$ cat config.mk
export PLATFORM = sky130hd
export DESIGN_NAME = mbus_target
export DESIGN_NICKNAME = d
export VERILOG_FILES = /design/src/rtl/mbt_pkg.sv /design/src/rtl/mbt_decode.sv /design/src/rtl/mbt_regfile.sv /design/src/rtl/mbt_fsm.sv /design/src/rtl/mbus_target.sv
export SDC_FILE = /design/constraint.sdc
export NUM_CORES = 1
export LEC_CHECK = 0
export BUFFER_PORTS_ARGS = -buffer_cell sky130_fd_sc_hd__buf_2
export CAP_MARGIN = 30
export CELL_PAD_IN_SITES_DETAIL_PLACEMENT = 1
export CELL_PAD_IN_SITES_GLOBAL_PLACEMENT = 1
export CORE_MARGIN = 1
export CORE_UTILIZATION = 40
export CTS_BUF_LIST = sky130_fd_sc_hd__clkbuf_8
export CTS_CLUSTER_SIZE = 30
export DETAILED_ROUTE_END_ITERATION = 6
export GPL_TIMING_DRIVEN = 0
export HOLD_SLACK_MARGIN = 0.15
export PLACE_DENSITY_LB_ADDON = 0.1
export SKIP_LAST_GASP = 1
export SLEW_MARGIN = 20
export SYNTH_ARGS = -nofsm -noshare
export SYNTH_HDL_FRONTEND = slang
export SYNTH_SLANG_ARGS = --single-unit
$ cat constraint.sdc
create_clock -name clk -period 2.3 [get_ports clk]
set_clock_uncertainty 0.05 [all_clocks]
set_input_delay 0.46 -clock clk [delete_from_list [all_inputs] [get_ports clk]]
set_output_delay 0.46 -clock clk [all_outputs]
set_load 0.01 [all_outputs]
$ cat src/rtl/mbt_pkg.sv
package mbt_pkg;
    typedef enum logic [2:0] {
        ST_IDLE,
        ST_ADEC,
        ST_RWAIT,
        ST_XFER,
        ST_DISC,
        ST_BUSY
    } mbt_state_e;

    localparam logic [3:0] CMD_MEM_RD = 4'b0110;
    localparam logic [3:0] CMD_MEM_WR = 4'b0111;
    localparam int         LANES      = 4;
endpackage

$ cat src/rtl/mbt_decode.sv
module mbt_decode
    import mbt_pkg::*;
#(
    parameter logic [31:0] BASE_ADDR = 32'h0000_4000,
    parameter int          IDX_W     = 3
) (
    input  logic [31:0]      addr,
    input  logic [3:0]       cmd,
    output logic             hit,
    output logic             is_read,
    output logic [IDX_W-1:0] word
);
    localparam int WIN_BITS = IDX_W + 2;

    logic cmd_ok;
    logic win_ok;

    always_comb begin
        cmd_ok  = (cmd == CMD_MEM_RD) || (cmd == CMD_MEM_WR);
        win_ok  = (addr[31:WIN_BITS] == BASE_ADDR[31:WIN_BITS]);
        hit     = cmd_ok && win_ok;
        is_read = (cmd == CMD_MEM_RD);
        word    = addr[WIN_BITS-1:2];
    end
endmodule

$ cat src/rtl/mbt_regfile.sv
module mbt_regfile
    import mbt_pkg::*;
#(
    parameter int WORDS = 8,
    parameter int IDX_W = 3
) (
    input  logic             clk,
    input  logic             rst_n,
    input  logic             we,
    input  logic [IDX_W-1:0] idx,
    input  logic [31:0]      wdata,
    input  logic [3:0]       wbe_n,
    output logic [31:0]      rdata
);
    logic [31:0] words [WORDS];

    for (genvar g = 0; g < WORDS; g++) begin : g_word
        logic [31:0] word_q;
        always_ff @(posedge clk or negedge rst_n) begin
            if (!rst_n) begin
                word_q <= '0;
            end else if (we && (idx == IDX_W'(g))) begin
                for (int b = 0; b < LANES; b++) begin
                    if (!wbe_n[b]) word_q[8*b +: 8] <= wdata[8*b +: 8];
                end
            end
        end
        assign words[g] = word_q;
    end

    assign rdata = words[idx];
endmodule

$ cat src/rtl/mbt_fsm.sv
module mbt_fsm
    import mbt_pkg::*;
#(
    parameter int WORDS = 8,
    parameter int IDX_W = 3
) (
    input  logic             clk,
    input  logic             rst_n,
    input  logic             frame_n,
    input  logic             irdy_n,
    input  logic             dec_hit,
    input  logic             dec_read,
    input  logic [IDX_W-1:0] dec_word,
    output logic             devsel_n,
    output logic             trdy_n,
    output logic             stop_n,
    output logic             ad_oe,
    output logic             wr_en,
    output logic [IDX_W-1:0] word_idx
);
    localparam logic [IDX_W-1:0] LAST_WORD = IDX_W'(WORDS - 1);

    mbt_state_e       state_q, state_d;
    logic             rd_q;
    logic [IDX_W-1:0] idx_q;
    logic             phase_done;

    assign phase_done = (state_q == ST_XFER) && !irdy_n && !trdy_n;

    always_comb begin
        state_d = state_q;
        unique case (state_q)
            ST_IDLE:  if (!frame_n) state_d = dec_hit ? ST_ADEC : ST_BUSY;
            ST_ADEC:  state_d = rd_q ? ST_RWAIT : ST_XFER;
            ST_RWAIT: state_d = ST_XFER;
            ST_XFER: begin
                if (phase_done) begin
                    if (frame_n)                 state_d = ST_IDLE;
                    else if (idx_q == LAST_WORD) state_d = ST_DISC;
                end
            end
            ST_DISC:  if (frame_n) state_d = ST_IDLE;
            ST_BUSY:  if (frame_n && irdy_n) state_d = ST_IDLE;
            default:  state_d = ST_IDLE;
        endcase
    end

    always_ff @(posedge clk or negedge rst_n) begin
        if (!rst_n) begin
            state_q <= ST_IDLE;
            rd_q    <= 1'b0;
            idx_q   <= '0;
        end else begin
            state_q <= state_d;
            if (state_q == ST_IDLE && !frame_n && dec_hit) begin
                rd_q  <= dec_read;
                idx_q <= dec_word;
            end else if (phase_done) begin
                idx_q <= idx_q + 1'b1;
            end
        end
    end

    always_ff @(posedge clk or negedge rst_n) begin
        if (!rst_n) begin
            devsel_n <= 1'b1;
            trdy_n   <= 1'b1;
            stop_n   <= 1'b1;
            ad_oe    <= 1'b0;
        end else begin
            devsel_n <= !(state_d inside {ST_RWAIT, ST_XFER, ST_DISC});
            trdy_n   <= (state_d != ST_XFER);
            stop_n   <= (state_d != ST_DISC);
            ad_oe    <= rd_q && (state_d inside {ST_RWAIT, ST_XFER});
        end
    end

    assign wr_en    = phase_done && !rd_q;
    assign word_idx = idx_q;


    devsel_timing_chk: assert property (@(posedge clk) disable iff (!rst_n)
        $fell(devsel_n) |-> ($past(frame_n, 2) == 1'b0));


    rd_wait_chk: assert property (@(posedge clk) disable iff (!rst_n)
        ($fell(trdy_n) && rd_q) |-> ($past(devsel_n) == 1'b0));


    trdy_claim_chk: assert property (@(posedge clk) disable iff (!rst_n)
        !trdy_n |-> !devsel_n);


    stop_excl_chk: assert property (@(posedge clk) disable iff (!rst_n)
        !stop_n |-> (trdy_n && !devsel_n));


    release_chk: assert property (@(posedge clk) disable iff (!rst_n)
        (!trdy_n && !irdy_n && frame_n) |=> (trdy_n && devsel_n && stop_n && !ad_oe));
endmodule

$ cat src/rtl/mbus_target.sv
module mbus_target
    import mbt_pkg::*;
#(
    parameter logic [31:0] BASE_ADDR = 32'h0000_4000,
    parameter int          WORDS     = 8
) (
    input  logic        clk,
    input  logic        rst_n,
    input  logic [31:0] ad_in,
    output logic [31:0] ad_out,
    output logic        ad_oe,
    input  logic [3:0]  cbe_n,
    input  logic        frame_n,
    input  logic        irdy_n,
    output logic        trdy_n,
    output logic        devsel_n,
    output logic        stop_n
);
    localparam int IDX_W = $clog2(WORDS);

    logic             hit, is_read, wr_en;
    logic [IDX_W-1:0] dec_word, word_idx;
    logic [31:0]      rdata;

    mbt_decode #(.BASE_ADDR(BASE_ADDR), .IDX_W(IDX_W)) u_dec (
        .addr(ad_in), .cmd(cbe_n), .hit(hit), .is_read(is_read), .word(dec_word)
    );

    mbt_fsm #(.WORDS(WORDS), .IDX_W(IDX_W)) u_fsm (
        .clk(clk), .rst_n(rst_n), .frame_n(frame_n), .irdy_n(irdy_n),
        .dec_hit(hit), .dec_read(is_read), .dec_word(dec_word),
        .devsel_n(devsel_n), .trdy_n(trdy_n), .stop_n(stop_n), .ad_oe(ad_oe),
        .wr_en(wr_en), .word_idx(word_idx)
    );

    mbt_regfile #(.WORDS(WORDS), .IDX_W(IDX_W)) u_mem (
        .clk(clk), .rst_n(rst_n), .we(wr_en), .idx(word_idx),
        .wdata(ad_in), .wbe_n(cbe_n), .rdata(rdata)
    );

    assign ad_out = ad_oe ? rdata : '0;
endmodule

After elaboration in Yosys (flattened, before gate mapping)

Cells that the tools add are included.

Logic and storage cells: 140
Output and inout bits: 36
Bits in registers: 267

Magnitude comparators: 1
Reduce and logical (&&, ||, !) cells: 59
Muxes and demuxes: 15
Bitwise logic cells: 5
Add/subtract/negate cells: 1
Eq/ne operators: 20

Operator list:

| operator                                                  | count |
|---|---|
| binary-select mux 32 bit (select 3 bit)                   | 1 |
| two-way mux 32 bit                                        | 3 |
| AND reduction 2 bit                                       | 32 |
| equality test 27 x 10 -> 1 bit (second input constant)    | 1 |
| two-way mux 3 bit                                         | 9 |
| equality test 3 bit (second input constant)               | 7 |
| equality test 3 x 2 -> 1 bit (second input constant)      | 6 |
| one-hot mux 3 bit (6 select lines)                        | 1 |
| logical AND 1 bit                                         | 16 |
| equality test 4 x 3 -> 1 bit (second input constant)      | 2 |
| equality test 3 x 1 -> 1 bit (second input constant)      | 2 |
| zero test 3 bit                                           | 2 |
| zero test 1 bit                                           | 5 |
| greater-or-equal comparator 4 bit (second input constant) | 1 |
| inverter 1 bit                                            | 4 |
| inverter 3 -> 4 bit                                       | 1 |
| nonzero test 2 bit                                        | 2 |
| adder 3 x 1 -> 3 bit (second input constant)              | 1 |
| inequality test 3 x 2 -> 1 bit (second input constant)    | 1 |
| inequality test 3 bit (second input constant)             | 1 |
| nonzero test 3 bit                                        | 1 |
| logical OR 1 bit                                          | 1 |
| two-way mux 1 bit                                         | 1 |

Logic depth before layout (Yosys ltp)

Depth after elaboration: 9
Gate-level depth with buffers: 7
Gate-level depth less buffers: 5

By module

A second synthesis with hierarchy kept.

Cell total of the unflattened synthesis: 903
Area, all modules: 13,235.2 um^2

By module, submodules not included:

| module      | seq. area each (um^2) | cells an instance | area each (um^2) | instances |
|---|---|---|---|---|
| mbt_regfile | 6,406.1               | 792               | 12,244.2         | 1 |
| mbt_fsm     | 279.0                 | 60                | 631.9            | 1 |
| mbus_target | 0.0                   | 35                | 255.2            | 1 |
| mbt_decode  | 0.0                   | 16                | 103.8            | 1 |

Worst setup path after synthesis

Ideal clock, no wire load.

Path type: flip-flop to flip-flop
From: reg u_fsm.idx_q[1], in the netlist u_fsm.word_idx[1]
To: reg u_mem.g_word[5].word_q[16]
Data required time: 2.125 ns
Library setup time: 0.125 ns
Path slack: -0.088 ns
Stages on the path, launching flop included: 8
Arrival: 2.214 ns
Buffers on the path: 3
Path through: dfrtp_1 > clkbuf_1 > clkbuf_1 > inv_1 > ha_1 > buf_1 > nor3b_2 > mux2_2

Longest elaborated chain between the ends: 3

Ends and longest elaborated chain:

| element                        | RTL line          | RTL |
|---|---|---|
| start: declaration             | mbt_fsm.sv:25     | `logic [IDX_W-1:0] idx_q;` |
| start signal: assignment       | mbt_fsm.sv:57     | `idx_q <= dec_word;` |
| start signal: assignment       | mbt_fsm.sv:59     | `idx_q <= idx_q + 1'b1;` |
| equality test 3 bit            | mbt_regfile.sv:22 | `end else if (we && (idx == IDX_W'(g))) begin` |
| logical AND 1 bit              | mbt_regfile.sv:22 |  |
| AND reduction 2 bit (no line)  | --                |  |
| end signal: indexed assignment | mbt_regfile.sv:24 | `if (!wbe_n[b]) word_q[8*b +: 8] <= wdata[8*b +: 8];` |
| end: declaration               | mbt_regfile.sv:18 | `logic [31:0] word_q;` |

No other way between the ends.
A chain may end at the register's enable or synchronous reset.

Final worst setup path

From: reg u_fsm.idx_q[0], in the netlist u_fsm.word_idx[0]
To: out ad_out[17]

Longest elaborated chain between the ends: 5

Ends and longest elaborated chain:

| element                                                | RTL line          | RTL |
|---|---|---|
| inverter 3 -> 4 bit (implied by the code)              | mbt_regfile.sv:31 | `assign rdata = words[idx];` |
| binary-select mux 32 bit (select 3 bit)                | mbt_regfile.sv:31 |  |
| two-way mux 32 bit (implied by the code) (2 in series) | mbt_regfile.sv:31 |  |
| two-way mux 32 bit                                     | mbus_target.sv:41 | `assign ad_out = ad_oe ? rdata : '0;` |
| end: declaration                                       | mbus_target.sv:10 | `output logic [31:0] ad_out,` |

No other way between the ends. The select of a mux whose other input is x is not followed.

==> results by group <==
Logic synthesis
  • Cell with the most instances after synthesis: dfrtp_1
  • Yosys reg bits: 267
  • Yosys top cell by area: dfrtp_1
  • Syn avg cell area: around 15 sq um
  • Top FF cell, synth: dfrtp_1
  • Number of synthesized flops with an enable pin: 0
  • Synth Net Count: around 850
  • Synth async-reset ratio: 1.000
  • Seq/Total Area, Yosys: 0.5364
  • Number of distinct library cells after synthesis: 44
  • Commonest cells post-synth: dfrtp_1, mux2_2, nand2_1
  • Synth warn: 0
  • Area share of the largest cell type after synthesis: 0.5301
  • Synth top area cells: dfrtp_1, mux2_2, mux4_2
  • Cell area after synthesis: 12460 sq um
  • Post-Syn Instances: ~810

Global routing
  • Vias in the first global route: approximately 8.8k
  • Gr usage total: 0.2275
  • Largest net degree at the start of global routing: ~110
  • Grt total ovfl: 0
  • First-pass GRT wire length: between 50 and 60 mm
  • Initial antenna violation count: 2

Timing
  • Final hold violation count: 0
  • Final setup TNS: -11100 ps
  • WHS: between 150 and 200 ps
  • Worst slew pin tran: roughly 810 ps
  • Max-Slew Margin vs Limit: 0.4628
  • Unrepaired setup endpoints after global routing: true
  • Final min period: approximately 2700 ps
  • Slew Limit Fails: 0
  • Final setup margin: -367.9 ps
  • Final setup fails: 32
  • Final Cycle Share: 1.160
  • Highest clock rate: 374.8 MHz

Power
  • Clock power frac: 0.220
  • PwrDens: 1205 nW/um^2
  • Maximum vdd drop: a little over 0.5 mV
  • Pwr Total: between 0.015 and 0.02 W
  • Sequential power share: 0.395
  • NetSw: roughly 0.0060 W
  • Lkg Pwr: approximately 7.3 nW
  • Int Pwr: 0.01282 W
  • Sw frac: 0.3173
  • Logic gate share of total power: 0.384

Die
  • Die ar.: ~32000 sq um
  • Core Box Area: 30590 sq um
  • I/O pin cnt: 76
  • Cell row count: 64
  • Initial core utilization: 0.4074
  • Die span in x: around 180 um
  • DIE HEIGHT: roughly 180 um

Detailed routing
  • Highest routed layer: met4
  • 1st-pass router iterations: 4
  • WL/cell: between 20 and 25 um
  • Post-route ant nets: 0
  • Met3 WL post-DR: about 1.4 mm
  • Post-Route M1 WL: ~16 mm
  • Post-DR vias/cell: 5.477
  • Iteration-0 DRC Markers: 332
  • Wirelength, routed: ~35 mm
  • Routed met2 length: between 15 and 20 mm
  • Via count: slightly below 8k
  • Post-route DRC: 0

Critical path
  • Worst path top cell family by delay: multiplexers
  • CP Data Required Time: approximately 1800 ps
  • CP Data Arrival Time: ~2200 ps
  • CP bufs+invs: 3
  • Worst setup EP type: output port
  • Critical path cell sequence: buf_12 -> clkbuf_16 -> mux4_2 -> nand2_2 -> a21boi_1 -> buf_2
  • WS Path Type: reg -> out
  • Critical-path top delay cell: mux4_2
  • Delay of the slowest critical-path stage: 510 ps
  • Crit Path Max Fanout: 5
  • Crit path launch type: register

Clock network
  • CTS Buffer Depth: 3
  • Sink Count: approximately 270
  • CTS tree: built
  • H-tree Lvls: 2
  • Worst-path clk slew: about 60 ps
  • Clk_lat worst skew: 580 ps
  • Total CTS buffers: 48
  • Root Buffer: clkbuf_8

Cells and area
  • Multi-input logic area: slightly below 6000 sq um
  • Fin nets: 1029
  • Register cell area after layout: between 6000 and 7000 sq um
  • Final std cells w/o fill: approximately 1.4k
  • Share of cells above drive strength 1: 0.6187
  • Synthesis-to-layout area growth: 25.03%
  • Fill count: roughly 2.9k

Outcome
  • Run status: finished, violations left
  • Violated checks: setup timing

Run
  • Max Cap Viol: 0

Hold path
  • Worst hold path type: in -> reg

Placed design
  • DP Wirelength: between 20 and 25 mm
  • Gpl congestion: around 0.74
  • Placed Instances: approximately 1.3k
  • # port buffers: ~70
[state kept, by name (all words and copies together), names as in the netlist]
name,flops
u_fsm.trdy_n,1
u_fsm.stop_n,1
u_fsm.word_idx,3
u_fsm.rd_q,1
u_fsm.ad_oe,1
u_mem.g_word.word_q,256
u_fsm.state_q,3
u_fsm.devsel_n,1
[metal layers]
| metal | track usage | vias up |
|---|---|---|
| met5 | 0 | - |
| li1 | - | 3371 |
| met2 | 0.3687 | 162 |
| met4 | 0.06992 | 0 |
| met1 | 0.3103 | 4143 |
| met3 | 0.04113 | 58 |
[through the flow]
stage          instance area, sq um  setup slack, ps  utilization
5_1_grt                       15580           -447.4       0.5094
6_report                      15580           -367.9       0.5094
3_5_place_dp                  13390            -1201       0.4378
2_1_floorplan                 12480            66.37            -
3_3_place_gp                  13330            -3727       0.4357
4_1_cts                       15130           -421.2       0.4946
[cell families after synthesis]
kind of cell,after synthesis,synth area share
buf+inv,39,0.01355
xor+xnor,1,0.0007029
mux,322,0.3488
flops,267,0.5364
fa+ha+maj,6,0.006024
simple gates,129,0.06837
compound gates,42,0.02611
[final cells by class]
cell class	count	share of cell area
clock buffers	56	0.04947
inverters	5	0.001526
multi-input cells	500	0.3810
flip-flops and latches	267	0.4292
clock inverters	26	0.007067
repair buffers	129	0.07548
diodes	1	0.0001606
well taps	396	0.03180
plain buffers	32	0.02425
[cells in the final DEF (no fill, tap or decap), types with 3 or more instances in the layout]
cell       netlist  layout
mux2_2         254     254
nor3b_4         11      13
nor4_1           5       5
buf_12           0      24
mux4_2          64      64
a21boi_0        32       4
clkbuf_8         0      62
mux2_1           4       4
nand2_1         67      37
clkinv_2         0       4
ha_1             6       3
nand2_2          0      29
clkbuf_16        0       5
nand3b_4         0      10
buf_6            1       7
nor2b_1          3       3
nor2_1           5       5
dfstp_2          3       3
nand3b_1         4       4
dfrtp_1        264     262
buf_2            9      75
nor2_4           0       8
buf_4            1      28
buf_16           0       4
clkbuf_2         0       3
a21boi_1         0       9
inv_1            4      23
a21boi_2         0      19
[path summary, 6_finish.rpt]
check | slack (ps) | from | to | cells after the start
min reg2reg | 430 | u_mem.g_word[6].word_q[29] | u_mem.g_word[6].word_q[29] | 1
min in group asynchronous | 420 | rst_n | u_mem.g_word[1].word_q[9] | 2
max in group asynchronous | 820 | rst_n | u_mem.g_word[5].word_q[30] | 3
max reg2reg | 20 | u_fsm.word_idx[0] | u_mem.g_word[4].word_q[5] | 9
min | 180 | ad_in[1] | u_mem.g_word[4].word_q[1] | 2
max | -370 | u_fsm.word_idx[0] | ad_out[17] | 6
[repair_timing]
action / 4_1_cts / 5_1_grt
pin swaps: 14 / 15
resized for setup: 101 / 88
setup buffers: 35 / 13
hold buffers: 2 / 0
cloned: 2 / 5
setup endpoints to repair: 290 / 265
endpoints found under the hold margin: 70 / 0
[power by group through the flow]
| stage | Combinational (W) | Clock [W] | Sequential (W) |
|---|---|---|---|
| after floorplan | 0.00437 | 0 | 0.00710 |
| after global placement | 0.00549 | 0 | 0.00723 |
| after detailed placement | 0.00576 | 0 | 0.00745 |
| after CTS | 0.00659 | 0.00425 | 0.00737 |
| after global routing | 0.00773 | 0.00448 | 0.00764 |
| final | 0.00722 | 0.00414 | 0.00742 |
(Power assumes the default switching activity.)
